## config.mk

```make
export PLATFORM = sky130hd
export DESIGN_NAME = i2cm_reg_ctrl
export DESIGN_NICKNAME = d
export VERILOG_FILES = /design/src/rtl/i2cm_pkg.sv /design/src/rtl/i2cm_cfg_bank.sv /design/src/rtl/i2cm_seq.sv /design/src/rtl/i2cm_reg_ctrl.sv
export SDC_FILE = /design/constraint.sdc
export NUM_CORES = 1
export LEC_CHECK = 0
export BUFFER_PORTS_ARGS = -buffer_cell sky130_fd_sc_hd__buf_4
export CAP_MARGIN = 20
export CORE_UTILIZATION = 55
export CTS_CLUSTER_SIZE = 12
export DETAILED_ROUTE_END_ITERATION = 7
export PLACE_DENSITY = 0.74
export SETUP_SLACK_MARGIN = 0.2
export SLEW_MARGIN = 0
export SYNTH_ARGS = -nofsm -noshare
export SYNTH_HDL_FRONTEND = slang
export SYNTH_HIERARCHICAL = 1
export SYNTH_SLANG_ARGS = --single-unit
export TNS_END_PERCENT = 100
```

## constraint.sdc

```tcl
create_clock -name clk -period 5.3 [get_ports clk]
set_clock_uncertainty 0.05 [all_clocks]
set_input_delay 0.795 -clock clk [delete_from_list [all_inputs] [get_ports clk]]
set_output_delay 0.795 -clock clk [all_outputs]
set_load 0.03 [all_outputs]
```

## src/rtl/i2cm_pkg.sv

```systemverilog
package i2cm_pkg;

    localparam int OFF_W     = 5;
    localparam int DATA_W    = 8;
    localparam int REG_COUNT = 18;
    localparam int ADDR_W    = 7;

    localparam logic [OFF_W-1:0] OFF_DATA  = 5'd0;
    localparam logic [OFF_W-1:0] OFF_TADDR = 5'd4;
    localparam logic [OFF_W-1:0] OFF_CTRL  = 5'd6;
    localparam logic [OFF_W-1:0] OFF_STAT  = 5'd8;
    localparam logic [OFF_W-1:0] OFF_XSTAT = 5'd9;
    localparam logic [OFF_W-1:0] OFF_XCTRL = 5'd15;

    localparam int ST_XFER = 0;
    localparam int ST_ERR  = 2;
    localparam int ST_RDOP = 5;
    localparam int XS_ABRT = 0;

    localparam logic [DATA_W-1:0] STAT_CLR_MASK  = 8'h0A;
    localparam logic [DATA_W-1:0] XSTAT_CLR_MASK = 8'h8F;
    localparam logic [DATA_W-1:0] XSTAT_RST      = 8'h8F;
    localparam logic [DATA_W-1:0] IDLE_READ      = 8'hFF;

    typedef enum logic [1:0] {
        OP_START = 2'd0,
        OP_SEND  = 2'd1,
        OP_RECV  = 2'd2,
        OP_STOP  = 2'd3
    } op_e;

    typedef enum logic [2:0] {
        S_IDLE,
        S_WSTART,
        S_WSEND,
        S_STOP,
        S_RSTART,
        S_RECV,
        S_DONE
    } seq_e;

    typedef struct packed {
        logic              wr;
        logic [OFF_W-1:0]  off;
        logic [DATA_W-1:0] data;
    } host_acc_t;

    function automatic logic cfg_plain(input int off);
        case (off)
            2, 5, 7, 10, 11, 12, 13, 14, 15, 16, 17: return 1'b1;
            default:                                 return 1'b0;
        endcase
    endfunction

    function automatic logic [DATA_W-1:0] cfg_rst(input int off);
        return (off == 16) ? 8'h0F : 8'h00;
    endfunction

    function automatic logic [DATA_W-1:0] cfg_mask(input int off);
        case (off)
            7:       return 8'hDF;
            14:      return 8'h77;
            16:      return 8'h07;
            default: return 8'hFF;
        endcase
    endfunction

endpackage

```

## src/rtl/i2cm_cfg_bank.sv

```systemverilog
module i2cm_cfg_bank
    import i2cm_pkg::*;
#(
    parameter int NREG = REG_COUNT
) (
    input  logic                        clk,
    input  logic                        rst,
    input  logic                        soft_rst,
    input  logic                        we,
    input  logic [OFF_W-1:0]            off,
    input  logic [DATA_W-1:0]           wdata,
    output logic [NREG-1:0][DATA_W-1:0] cfg
);

    for (genvar i = 0; i < NREG; i++) begin : g_reg
        if (cfg_plain(i)) begin : g_plain
            logic [DATA_W-1:0] q;
            always_ff @(posedge clk) begin
                if (rst || soft_rst) begin
                    q <= cfg_rst(i);
                end else if (we && off == OFF_W'(i)) begin
                    q <= wdata & cfg_mask(i);
                end
            end
            assign cfg[i] = q;
        end else begin : g_core
            assign cfg[i] = '0;
        end
    end

endmodule

```

## src/rtl/i2cm_seq.sv

```systemverilog
module i2cm_seq
    import i2cm_pkg::*;
(
    input  logic              clk,
    input  logic              rst,
    input  logic              soft_rst,
    input  logic              acc_sel,
    input  host_acc_t         acc,
    output logic              acc_ready,
    output logic              simple_go,
    output logic              seq_done,
    output logic [DATA_W-1:0] rd_byte,
    output logic [DATA_W-1:0] taddr,
    output logic [DATA_W-1:0] ctrl,
    output logic [DATA_W-1:0] stat,
    output logic [DATA_W-1:0] xstat,
    output logic              cmd_valid,
    output op_e               cmd_op,
    output logic [ADDR_W-1:0] cmd_addr,
    output logic              cmd_rd,
    output logic [DATA_W-1:0] cmd_wdata,
    input  logic              rsp_valid,
    input  logic              rsp_nack,
    input  logic [DATA_W-1:0] rsp_rdata
);

    seq_e              state_q, stop_next_q;
    logic              active_q;
    logic [DATA_W-1:0] txd_q, rbyte_q, taddr_q, ctrl_q, stat_q, xstat_q;

    logic              needs_seq;
    seq_e              first_st, after_stop;
    logic [1:0]        pend;

    assign pend = ctrl_q[5:4];

    always_comb begin
        needs_seq  = 1'b0;
        first_st   = S_IDLE;
        after_stop = S_DONE;
        if (acc.wr) begin
            case (acc.off)
                OFF_DATA: begin
                    needs_seq = 1'b1;
                    first_st  = active_q ? S_WSEND : S_WSTART;
                end
                OFF_TADDR: begin
                    if (active_q) begin
                        needs_seq = 1'b1;
                        first_st  = S_STOP;
                    end
                end
                OFF_CTRL: begin
                    if (acc.data[0] && acc.data[1]) begin
                        needs_seq  = 1'b1;
                        first_st   = active_q ? S_STOP : S_RSTART;
                        after_stop = S_RSTART;
                    end
                end
                default: ;
            endcase
        end else if (acc.off == OFF_DATA && stat_q[ST_RDOP]) begin
            needs_seq = 1'b1;
            first_st  = S_RECV;
        end
    end

    assign acc_ready = (state_q == S_IDLE && !needs_seq) || state_q == S_DONE;
    assign simple_go = acc_sel && state_q == S_IDLE && !needs_seq;
    assign seq_done  = state_q == S_DONE;

    always_ff @(posedge clk) begin
        if (rst) begin
            state_q     <= S_IDLE;
            stop_next_q <= S_DONE;
            active_q    <= 1'b0;
            txd_q       <= '0;
            rbyte_q     <= '0;
            taddr_q     <= '0;
            ctrl_q      <= '0;
            stat_q      <= '0;
            xstat_q     <= XSTAT_RST;
        end else if (soft_rst) begin
            txd_q   <= '0;
            taddr_q <= '0;
            ctrl_q  <= '0;
            stat_q  <= '0;
            xstat_q <= XSTAT_RST;
        end else begin
            case (state_q)
                S_IDLE: begin
                    if (acc_sel) begin
                        if (acc.wr) begin
                            case (acc.off)
                                OFF_DATA:  txd_q   <= acc.data;
                                OFF_TADDR: taddr_q <= acc.data;
                                OFF_CTRL: begin
                                    ctrl_q <= acc.data;
                                    if (acc.data[0] && (!acc.data[1] || active_q))
                                        stat_q[ST_XFER] <= 1'b0;
                                end
                                OFF_STAT:  stat_q  <= stat_q & ~(acc.data & STAT_CLR_MASK);
                                OFF_XSTAT: xstat_q <= xstat_q & ~(acc.data & XSTAT_CLR_MASK);
                                default: ;
                            endcase
                        end
                        if (needs_seq) begin
                            state_q     <= first_st;
                            stop_next_q <= after_stop;
                        end
                    end
                end
                S_WSTART: begin
                    if (rsp_valid) begin
                        if (rsp_nack) begin
                            stat_q[ST_XFER]  <= 1'b0;
                            stat_q[ST_ERR]   <= 1'b1;
                            xstat_q[XS_ABRT] <= 1'b1;
                            active_q         <= 1'b0;
                            state_q          <= S_DONE;
                        end else begin
                            stat_q[ST_XFER] <= 1'b1;
                            stat_q[ST_ERR]  <= 1'b0;
                            xstat_q         <= '0;
                            active_q        <= 1'b1;
                            state_q         <= S_WSEND;
                        end
                    end
                end
                S_WSEND: begin
                    if (rsp_valid) begin
                        if (rsp_nack) begin
                            stat_q[ST_XFER]  <= 1'b0;
                            stat_q[ST_ERR]   <= 1'b1;
                            xstat_q[XS_ABRT] <= 1'b1;
                            stop_next_q      <= S_DONE;
                            state_q          <= S_STOP;
                        end else begin
                            state_q <= S_DONE;
                        end
                    end
                end
                S_STOP: begin
                    if (rsp_valid) begin
                        active_q <= 1'b0;
                        state_q  <= stop_next_q;
                    end
                end
                S_RSTART: begin
                    if (rsp_valid) begin
                        if (rsp_nack) begin
                            stat_q[ST_XFER]  <= 1'b0;
                            stat_q[ST_ERR]   <= 1'b1;
                            xstat_q[XS_ABRT] <= 1'b1;
                            active_q         <= 1'b0;
                        end else begin
                            stat_q[ST_RDOP] <= 1'b1;
                            stat_q[ST_ERR]  <= 1'b0;
                            xstat_q         <= '0;
                            active_q        <= 1'b1;
                        end
                        state_q <= S_DONE;
                    end
                end
                S_RECV: begin
                    if (rsp_valid) begin
                        rbyte_q <= rsp_nack ? IDLE_READ : rsp_rdata;
                        if (pend == 2'd0) begin
                            stat_q[ST_RDOP] <= 1'b0;
                            state_q         <= S_DONE;
                        end else begin
                            ctrl_q[5:4] <= pend - 2'd1;
                            stop_next_q <= S_RSTART;
                            state_q     <= S_STOP;
                        end
                    end
                end
                default: state_q <= S_IDLE;
            endcase
        end
    end

    always_comb begin
        cmd_valid = 1'b1;
        cmd_op    = OP_STOP;
        cmd_rd    = 1'b0;
        case (state_q)
            S_WSTART: cmd_op = OP_START;
            S_WSEND:  cmd_op = OP_SEND;
            S_STOP:   cmd_op = OP_STOP;
            S_RSTART: begin
                cmd_op = OP_START;
                cmd_rd = 1'b1;
            end
            S_RECV:   cmd_op = OP_RECV;
            default:  cmd_valid = 1'b0;
        endcase
    end

    assign cmd_addr  = taddr_q[7:1];
    assign cmd_wdata = txd_q;
    assign rd_byte   = rbyte_q;
    assign taddr     = taddr_q;
    assign ctrl      = ctrl_q;
    assign stat      = stat_q;
    assign xstat     = xstat_q;

    // command held steady until answered
    p_cmd_hold_r5: assert property (@(posedge clk) disable iff (rst)
        (cmd_valid && !rsp_valid) |=> (cmd_valid && $stable(cmd_op) && $stable(cmd_addr)));

    // host stalled while a command is outstanding
    p_busy_stall_r5: assert property (@(posedge clk) disable iff (rst)
        cmd_valid |-> !acc_ready);

    // address nack on write start raises error flags
    p_wstart_nack_r6: assert property (@(posedge clk) disable iff (rst)
        (state_q == S_WSTART && rsp_valid && rsp_nack) |=>
        (stat_q[ST_ERR] && !stat_q[ST_XFER] && xstat_q[XS_ABRT] && !cmd_valid));

    // last byte closes the read without wrapping the count
    p_last_byte_r12: assert property (@(posedge clk) disable iff (rst)
        (state_q == S_RECV && rsp_valid && pend == 2'd0) |=>
        (!stat_q[ST_RDOP] && ctrl_q[5:4] == 2'd0));

    // a pending byte decrements the count and stops the bus
    p_pend_step_r12: assert property (@(posedge clk) disable iff (rst)
        (state_q == S_RECV && rsp_valid && pend != 2'd0) |=>
        (ctrl_q[5:4] == $past(pend) - 2'd1 && cmd_valid && cmd_op == OP_STOP));

    // data read with no open read finishes at once and issues nothing
    p_idle_read_r10: assert property (@(posedge clk) disable iff (rst)
        (acc_sel && !acc.wr && acc.off == OFF_DATA && state_q == S_IDLE && !stat_q[ST_RDOP])
        |-> acc_ready);

endmodule

```

## src/rtl/i2cm_reg_ctrl.sv

```systemverilog
module i2cm_reg_ctrl
    import i2cm_pkg::*;
#(
    parameter int NREG = REG_COUNT
) (
    input  logic              clk,
    input  logic              rst,
    input  logic              host_sel,
    input  logic              host_wr,
    input  logic [OFF_W-1:0]  host_off,
    input  logic [DATA_W-1:0] host_wdata,
    output logic [DATA_W-1:0] host_rdata,
    output logic              host_ready,
    output logic              cmd_valid,
    output logic [1:0]        cmd_op,
    output logic [ADDR_W-1:0] cmd_addr,
    output logic              cmd_rd,
    output logic [DATA_W-1:0] cmd_wdata,
    input  logic              rsp_valid,
    input  logic              rsp_nack,
    input  logic [DATA_W-1:0] rsp_rdata
);

    host_acc_t                  acc;
    logic                       simple_go, seq_done, soft_rst, cfg_we;
    logic [DATA_W-1:0]          rd_byte, taddr, ctrl, stat, xstat;
    logic [NREG-1:0][DATA_W-1:0] cfg;
    op_e                        op;

    assign acc.wr   = host_wr;
    assign acc.off  = host_off;
    assign acc.data = host_wdata;

    assign soft_rst = simple_go && host_wr && host_off == OFF_XCTRL && host_wdata[0];
    assign cfg_we   = simple_go && host_wr && !soft_rst;

    i2cm_seq u_seq (
        .clk       (clk),
        .rst       (rst),
        .soft_rst  (soft_rst),
        .acc_sel   (host_sel),
        .acc       (acc),
        .acc_ready (host_ready),
        .simple_go (simple_go),
        .seq_done  (seq_done),
        .rd_byte   (rd_byte),
        .taddr     (taddr),
        .ctrl      (ctrl),
        .stat      (stat),
        .xstat     (xstat),
        .cmd_valid (cmd_valid),
        .cmd_op    (op),
        .cmd_addr  (cmd_addr),
        .cmd_rd    (cmd_rd),
        .cmd_wdata (cmd_wdata),
        .rsp_valid (rsp_valid),
        .rsp_nack  (rsp_nack),
        .rsp_rdata (rsp_rdata)
    );

    assign cmd_op = op;

    i2cm_cfg_bank #(.NREG(NREG)) u_cfg (
        .clk      (clk),
        .rst      (rst),
        .soft_rst (soft_rst),
        .we       (cfg_we),
        .off      (host_off),
        .wdata    (host_wdata),
        .cfg      (cfg)
    );

    always_comb begin
        host_rdata = '0;
        if (seq_done) begin
            host_rdata = rd_byte;
        end else begin
            case (host_off)
                OFF_DATA:  host_rdata = IDLE_READ;
                OFF_TADDR: host_rdata = taddr;
                OFF_CTRL:  host_rdata = ctrl;
                OFF_STAT:  host_rdata = stat;
                OFF_XSTAT: host_rdata = xstat;
                default: begin
                    for (int i = 0; i < NREG; i++) begin
                        if (host_off == OFF_W'(i)) host_rdata = cfg[i];
                    end
                end
            endcase
        end
    end

endmodule

```

==> results of run 1 <==
==> registers in the layout (all words and copies together), names as in the netlist <==
register,count
u_seq/cmd_wdata,8
u_seq/active_q,1
u_seq/taddr,8
u_seq/xstat,5
u_cfg/g.g_plain.q,81
u_seq/state_q,3
u_seq/rd_byte,8
u_seq/stop_next_q,1
u_seq/stat,5
u_seq/ctrl,8
==> area by class of cell <==
| class | count | area [um^2] | share of cell area [%] |
|---|---|---|---|
| Clock inverter | 5 | 56.3 | 0.683 |
| Multi-Input combinational cell | 672 | 4380 | 53.1 |
| Tap cell | 176 | 220 | 2.67 |
| Sequential cell | 128 | 2560 | 31.1 |
| Inverter | 18 | 67.6 | 0.820 |
| Timing Repair Buffer | 62 | 465 | 5.65 |
| Clock buffer | 24 | 492 | 5.96 |
==> power by group <==
part / internal (mW) / total, mW / switching, mW
sequential: 0.989 / 1.02 / 0.0339
combinational: 0.155 / 0.446 / 0.291
clock: 0.685 / 1.10 / 0.419
==> through the flow <==
stage          total power [mW]  setup slack [ns]  cells
2_1_floorplan              1.36              1.96    910
3_3_place_gp               1.47              1.01   1055
3_5_place_dp               1.47             0.947   1055
4_1_cts                    2.57              1.18   1084
5_1_grt                    2.66             0.919   1085
6_report                   2.57              1.08   1085
==> layer usage <==
layer | GRT usage (%) | vias to the layer above
met3 | 6.95 | 44
met4 | 13.7 | 0
met2 | 46.4 | 310
met5 | 0 | -
li1 | - | 3169
met1 | 41.2 | 3170
==> worst min-delay path by stage <==
stage / start / endpoint / slack, ns
global placement: u_seq/stat[3] / u_seq/stat[3] / 0.38
finish: u_seq/stat[3] / u_seq/stat[3] / 0.40
global route: u_cfg/g_reg[11].g_plain.q[5] / u_cfg/g_reg[11].g_plain.q[5] / 0.42
detailed placement: u_seq/stat[1] / u_seq/stat[1] / 0.39
floorplan: u_seq/stat[1] / u_seq/stat[1] / 0.36
CTS: u_seq/stat[1] / u_seq/stat[1] / 0.40
==> worst max-delay path: cells and delay by family <==
family / cells / cell delay, ns
AOI/OAI and AO/OA: 3 / 1.25
buffers and inverters: 2 / 0.57
and+or+nand+nor: 2 / 0.74
==> flow_summary.json, run 1 <==
{
  "run_status": "finished clean",
  "slew_violations": 0,
  "place_area_um2": 7690,
  "worst_pin_slew_ns": 1.02,
  "grt_pass1_wl_mm": 33.2,
  "wire_per_inst_um": 19.4,
  "nFillCells": 1165,
  "cts-hold-fix-buffers": 0,
  "crit_slowest_cell": "a2111oi_0",
  "core_um2": 13200,
  "startpoint_type": "input pin",
  "cts-root-buf": "clkbuf_16",
  "synthToLayoutAreaGrowth_pct": 10.5,
  "grt_pass1_vias": 6009,
  "min_period_ns": 4.22,
  "fin_util_pct": 62.3,
  "io_pins": 55,
  "die_h_um": 118,
  "endpoint": "host_rdata[0]",
  "cpMostUsedCell": "buf_4",
  "clk_latency_ns": 0.43,
  "slowest_delay_ns": 0.90,
  "clockBufferDepth": 2,
  "place_congestion": 0.922,
  "synth_warnings": 6,
  "drtIter0Drc": 680,
  "route.top_layer_used": "met4",
  "crit_type": "in -> out",
  "drt-met1-wl_mm": 9.22,
  "netlist_area_um2": 7460,
  "holdCritPathClass": "reg -> reg",
  "drc": 0,
  "required_ns": 4.45,
  "cts_sinks": 128,
  "drt-total-wl_mm": 21.1,
  "critPathLaunch": "host_off[2]",
  "io_buffers": 54,
  "final.setup.tns_ns": 0,
  "fp-row-count": 42,
  "r2r_slack_ns": 1.77,
  "rsz0062_at_grt": "false",
  "final_cell_mix": "dfxtp_1 (128), mux2i_1 (124), nand2_1 (111), nor2_1 (83), buf_4 (61)",
  "viasPerCell": 6.17,
  "first_pass_iters": 5,
  "ir_worst_vdd_mv": 0.236,
  "drive_gt1_share_pct": 12.5,
  "hold_violations": 0,
  "grt_use_total_pct": 30.5,
  "globalRouteOverflowTotal": 0,
  "cp_cell_sequence": "buf_4, nand2b_1, or2_0, o221ai_1, a2111oi_0, a21oi_1, buf_4",
  "clkTransAtPathRegs_ns": 0.05,
  "crit_fanout": 42,
  "final-setup-viol-count": 0,
  "grt_max_degree": 57,
  "holdPathStages": 2,
  "p_per_area_nw_per_um2": 312,
  "syn_area_per_cell_um2": 8.45,
  "cts_tree": "built",
  "met3WireLength_mm": 1.76,
  "ff2ff_path_depth": 11,
  "die-area_um2": 14000,
  "cap_viol_max_count": 0,
  "antenna_cells": 0,
  "layout_commonest_cell": "dfxtp_1",
  "hpwl_mm": 14.4,
  "leakagePower_nw": 3.59,
  "die_x_um": 118,
  "post-cts-setup-buffers": 0,
  "dr_wl_met2_mm": 9.43,
  "end_kind": "output pin",
  "postLayoutCellArea_um2": 8240,
  "vias": 6693,
  "grt_antenna_before_repair": 0,
  "r2r_end": "u_cfg/g_reg[13].g_plain.q[4]",
  "fin_crit_sh_pct": 79.6,
  "final_nets": 927,
  "arrival_ns": 3.37,
  "ctsResizeCount": 0,
  "cts_buffers": 17,
  "cts_max_level": 4,
  "drtAntennaViolNets": 0,
  "r2r-start": "u_seq/state_q[0]",
  "fmax_ghz": 0.237,
  "synth_cells": 883,
  "initial_utilization_pct": 56.3,
  "max-slew-margin-rel_pct": 30.1,
  "holdWs_ns": 0.402
}
Power figures use the tool's default switching activity.
==> run 2, diff against run 1 <==
- clock period: 5.3 -> 4 ns (I/O delays scaled with it)
==> flow_summary.json, run 2 (synthesis gave the netlist of run 1 again) <==
{
  "run_status": "finished clean",
  "viasPerCell": 6.16,
  "rsz0062_at_grt": "false",
  "fin_util_pct": 63.2,
  "cts-hold-fix-buffers": 0,
  "crit_type": "reg -> out",
  "ir_worst_vdd_mv": 0.307,
  "holdWs_ns": 0.361,
  "grt_util_met1_pct": 42.4,
  "wire_per_inst_um": 19.3,
  "cp_num_cells": 9,
  "cts_buffers": 17,
  "holdCritPathClass": "in -> reg",
  "die_x_um": 118,
  "dp_slack_ns": 0.349,
  "grt_util_met3_pct": 7.63,
  "use_met2_pct": 47.6,
  "final-setup-viol-count": 0,
  "grt_pass1_wl_mm": 34.3,
  "path_delay_family": "compound AO/OA/AOI/OAI gates",
  "fp-row-count": 42,
  "cts_tree": "built",
  "synthToLayoutAreaGrowth_pct": 12.1,
  "slew_violations": 0,
  "min_period_ns": 3.59,
  "multi_input_area_um2": 4380,
  "grt_max_degree": 48,
  "arrival_ns": 2.94,
  "core_um2": 13200,
  "post-cts-setup-buffers": 0,
  "fin_crit_sh_pct": 89.7,
  "drtIter0Drc": 637,
  "cap_viol_max_count": 0,
  "antenna_cells": 0,
  "globalRouteOverflowTotal": 0,
  "crit_buf_inv": 4,
  "required_ns": 3.35,
  "end_kind": "output pin",
  "drt-total-wl_mm": 21.3,
  "crit_fanout": 19,
  "drc": 0,
  "grt_antenna_before_repair": 0,
  "vias": 6796,
  "hpwl_mm": 14.9,
  "slowest_delay_ns": 0.51,
  "holdPathStages": 2,
  "startpoint_type": "register",
  "cts_sinks": 128,
  "critPathLaunch": "u_seq/state_q[2]",
  "p_per_area_nw_per_um2": 407,
  "grt_use_total_pct": 31.5,
  "hold_start": "host_wdata[3]",
  "worst_pin_slew_ns": 1.04,
  "seq_area_um2": 2560,
  "r2r-start": "u_seq/state_q[1]",
  "largest_reg_flops": 81,
  "fmax_ghz": 0.279,
  "worst_slack_ns": 0.412,
  "crit_slowest_cell": "a21oi_1",
  "first_pass_iters": 6,
  "final_cell_mix": "dfxtp_1 (128), mux2i_1 (124), nand2_1 (111), nor2_1 (83), buf_4 (80)",
  "clockBufferDepth": 2,
  "io_buffers": 54,
  "layout_commonest_cell": "dfxtp_1",
  "ctsResizeCount": 0,
  "final.setup.tns_ns": 0,
  "hold_violations": 0,
  "nFillCells": 1129,
  "leakagePower_nw": 3.66,
  "final_nets": 945,
  "initial_utilization_pct": 56.3,
  "max-slew-margin-rel_pct": 30.0,
  "die_h_um": 118,
  "cpMostUsedCell": "buf_4",
  "top_usage_layer": "met2",
  "place_congestion": 0.957,
  "clk_latency_ns": 0.43,
  "drtAntennaViolNets": 0,
  "ff2ff_path_depth": 11,
  "cts_max_level": 4,
  "grt_pass1_vias": 6303,
  "die-area_um2": 14000,
  "drive_gt1_share_pct": 14.4,
  "cts-root-buf": "clkbuf_16",
  "io_pins": 55,
  "top_register": "u_cfg/g.g_plain.q",
  "cp_cell_sequence": "buf_4, clkinv_1, nor3_1, buf_4, a21oi_1, o21ai_0, a221oi_1, o2bb2ai_1, buf_4",
  "clkTransAtPathRegs_ns": 0.05
}
[run 2: worst paths after layout]
path | endpoint | slack [ns]
worst min register to register | u_seq/stat[3] | 0.38
worst max-delay path | host_rdata[1] | 0.41
worst min-delay path | u_seq/stat[3] | 0.36
worst max register to register | u_cfg/g_reg[11].g_plain.q[6] | 0.76
[run 2: power by group]
part / internal (mW) / total, mW / switching, mW
clock: 0.858 / 1.43 / 0.576
combinational: 0.223 / 0.631 / 0.408
sequential: 1.31 / 1.34 / 0.0280
[run 2: layout make-up]
cell class              instances  area share [%]
well taps                     176            2.63
clock inverters                10            1.06
inverters                      18           0.808
flip-flops and latches        128            30.6
clock buffers                  20            5.34
repair buffers                 80            7.18
multi-input cells             672            52.4
[run 2: per-layer routing]
| layer | routed length, um | vias up |
|---|---|---|
| met5 | 0 | - |
| met2 | 9450 | 300 |
| li1 | - | 3201 |
| met4 | 726 | 0 |
| met3 | 1730 | 60 |
| met1 | 9380 | 3235 |
[run 2: metrics by stage]
stage	total power [mW]	instances	area, um^2
finish	3.40	1104	8370
CTS	3.40	1104	8370
floorplan	1.80	910	7560
global placement	1.98	1074	7830
global route	3.53	1104	8370
detailed placement	1.98	1074	7830
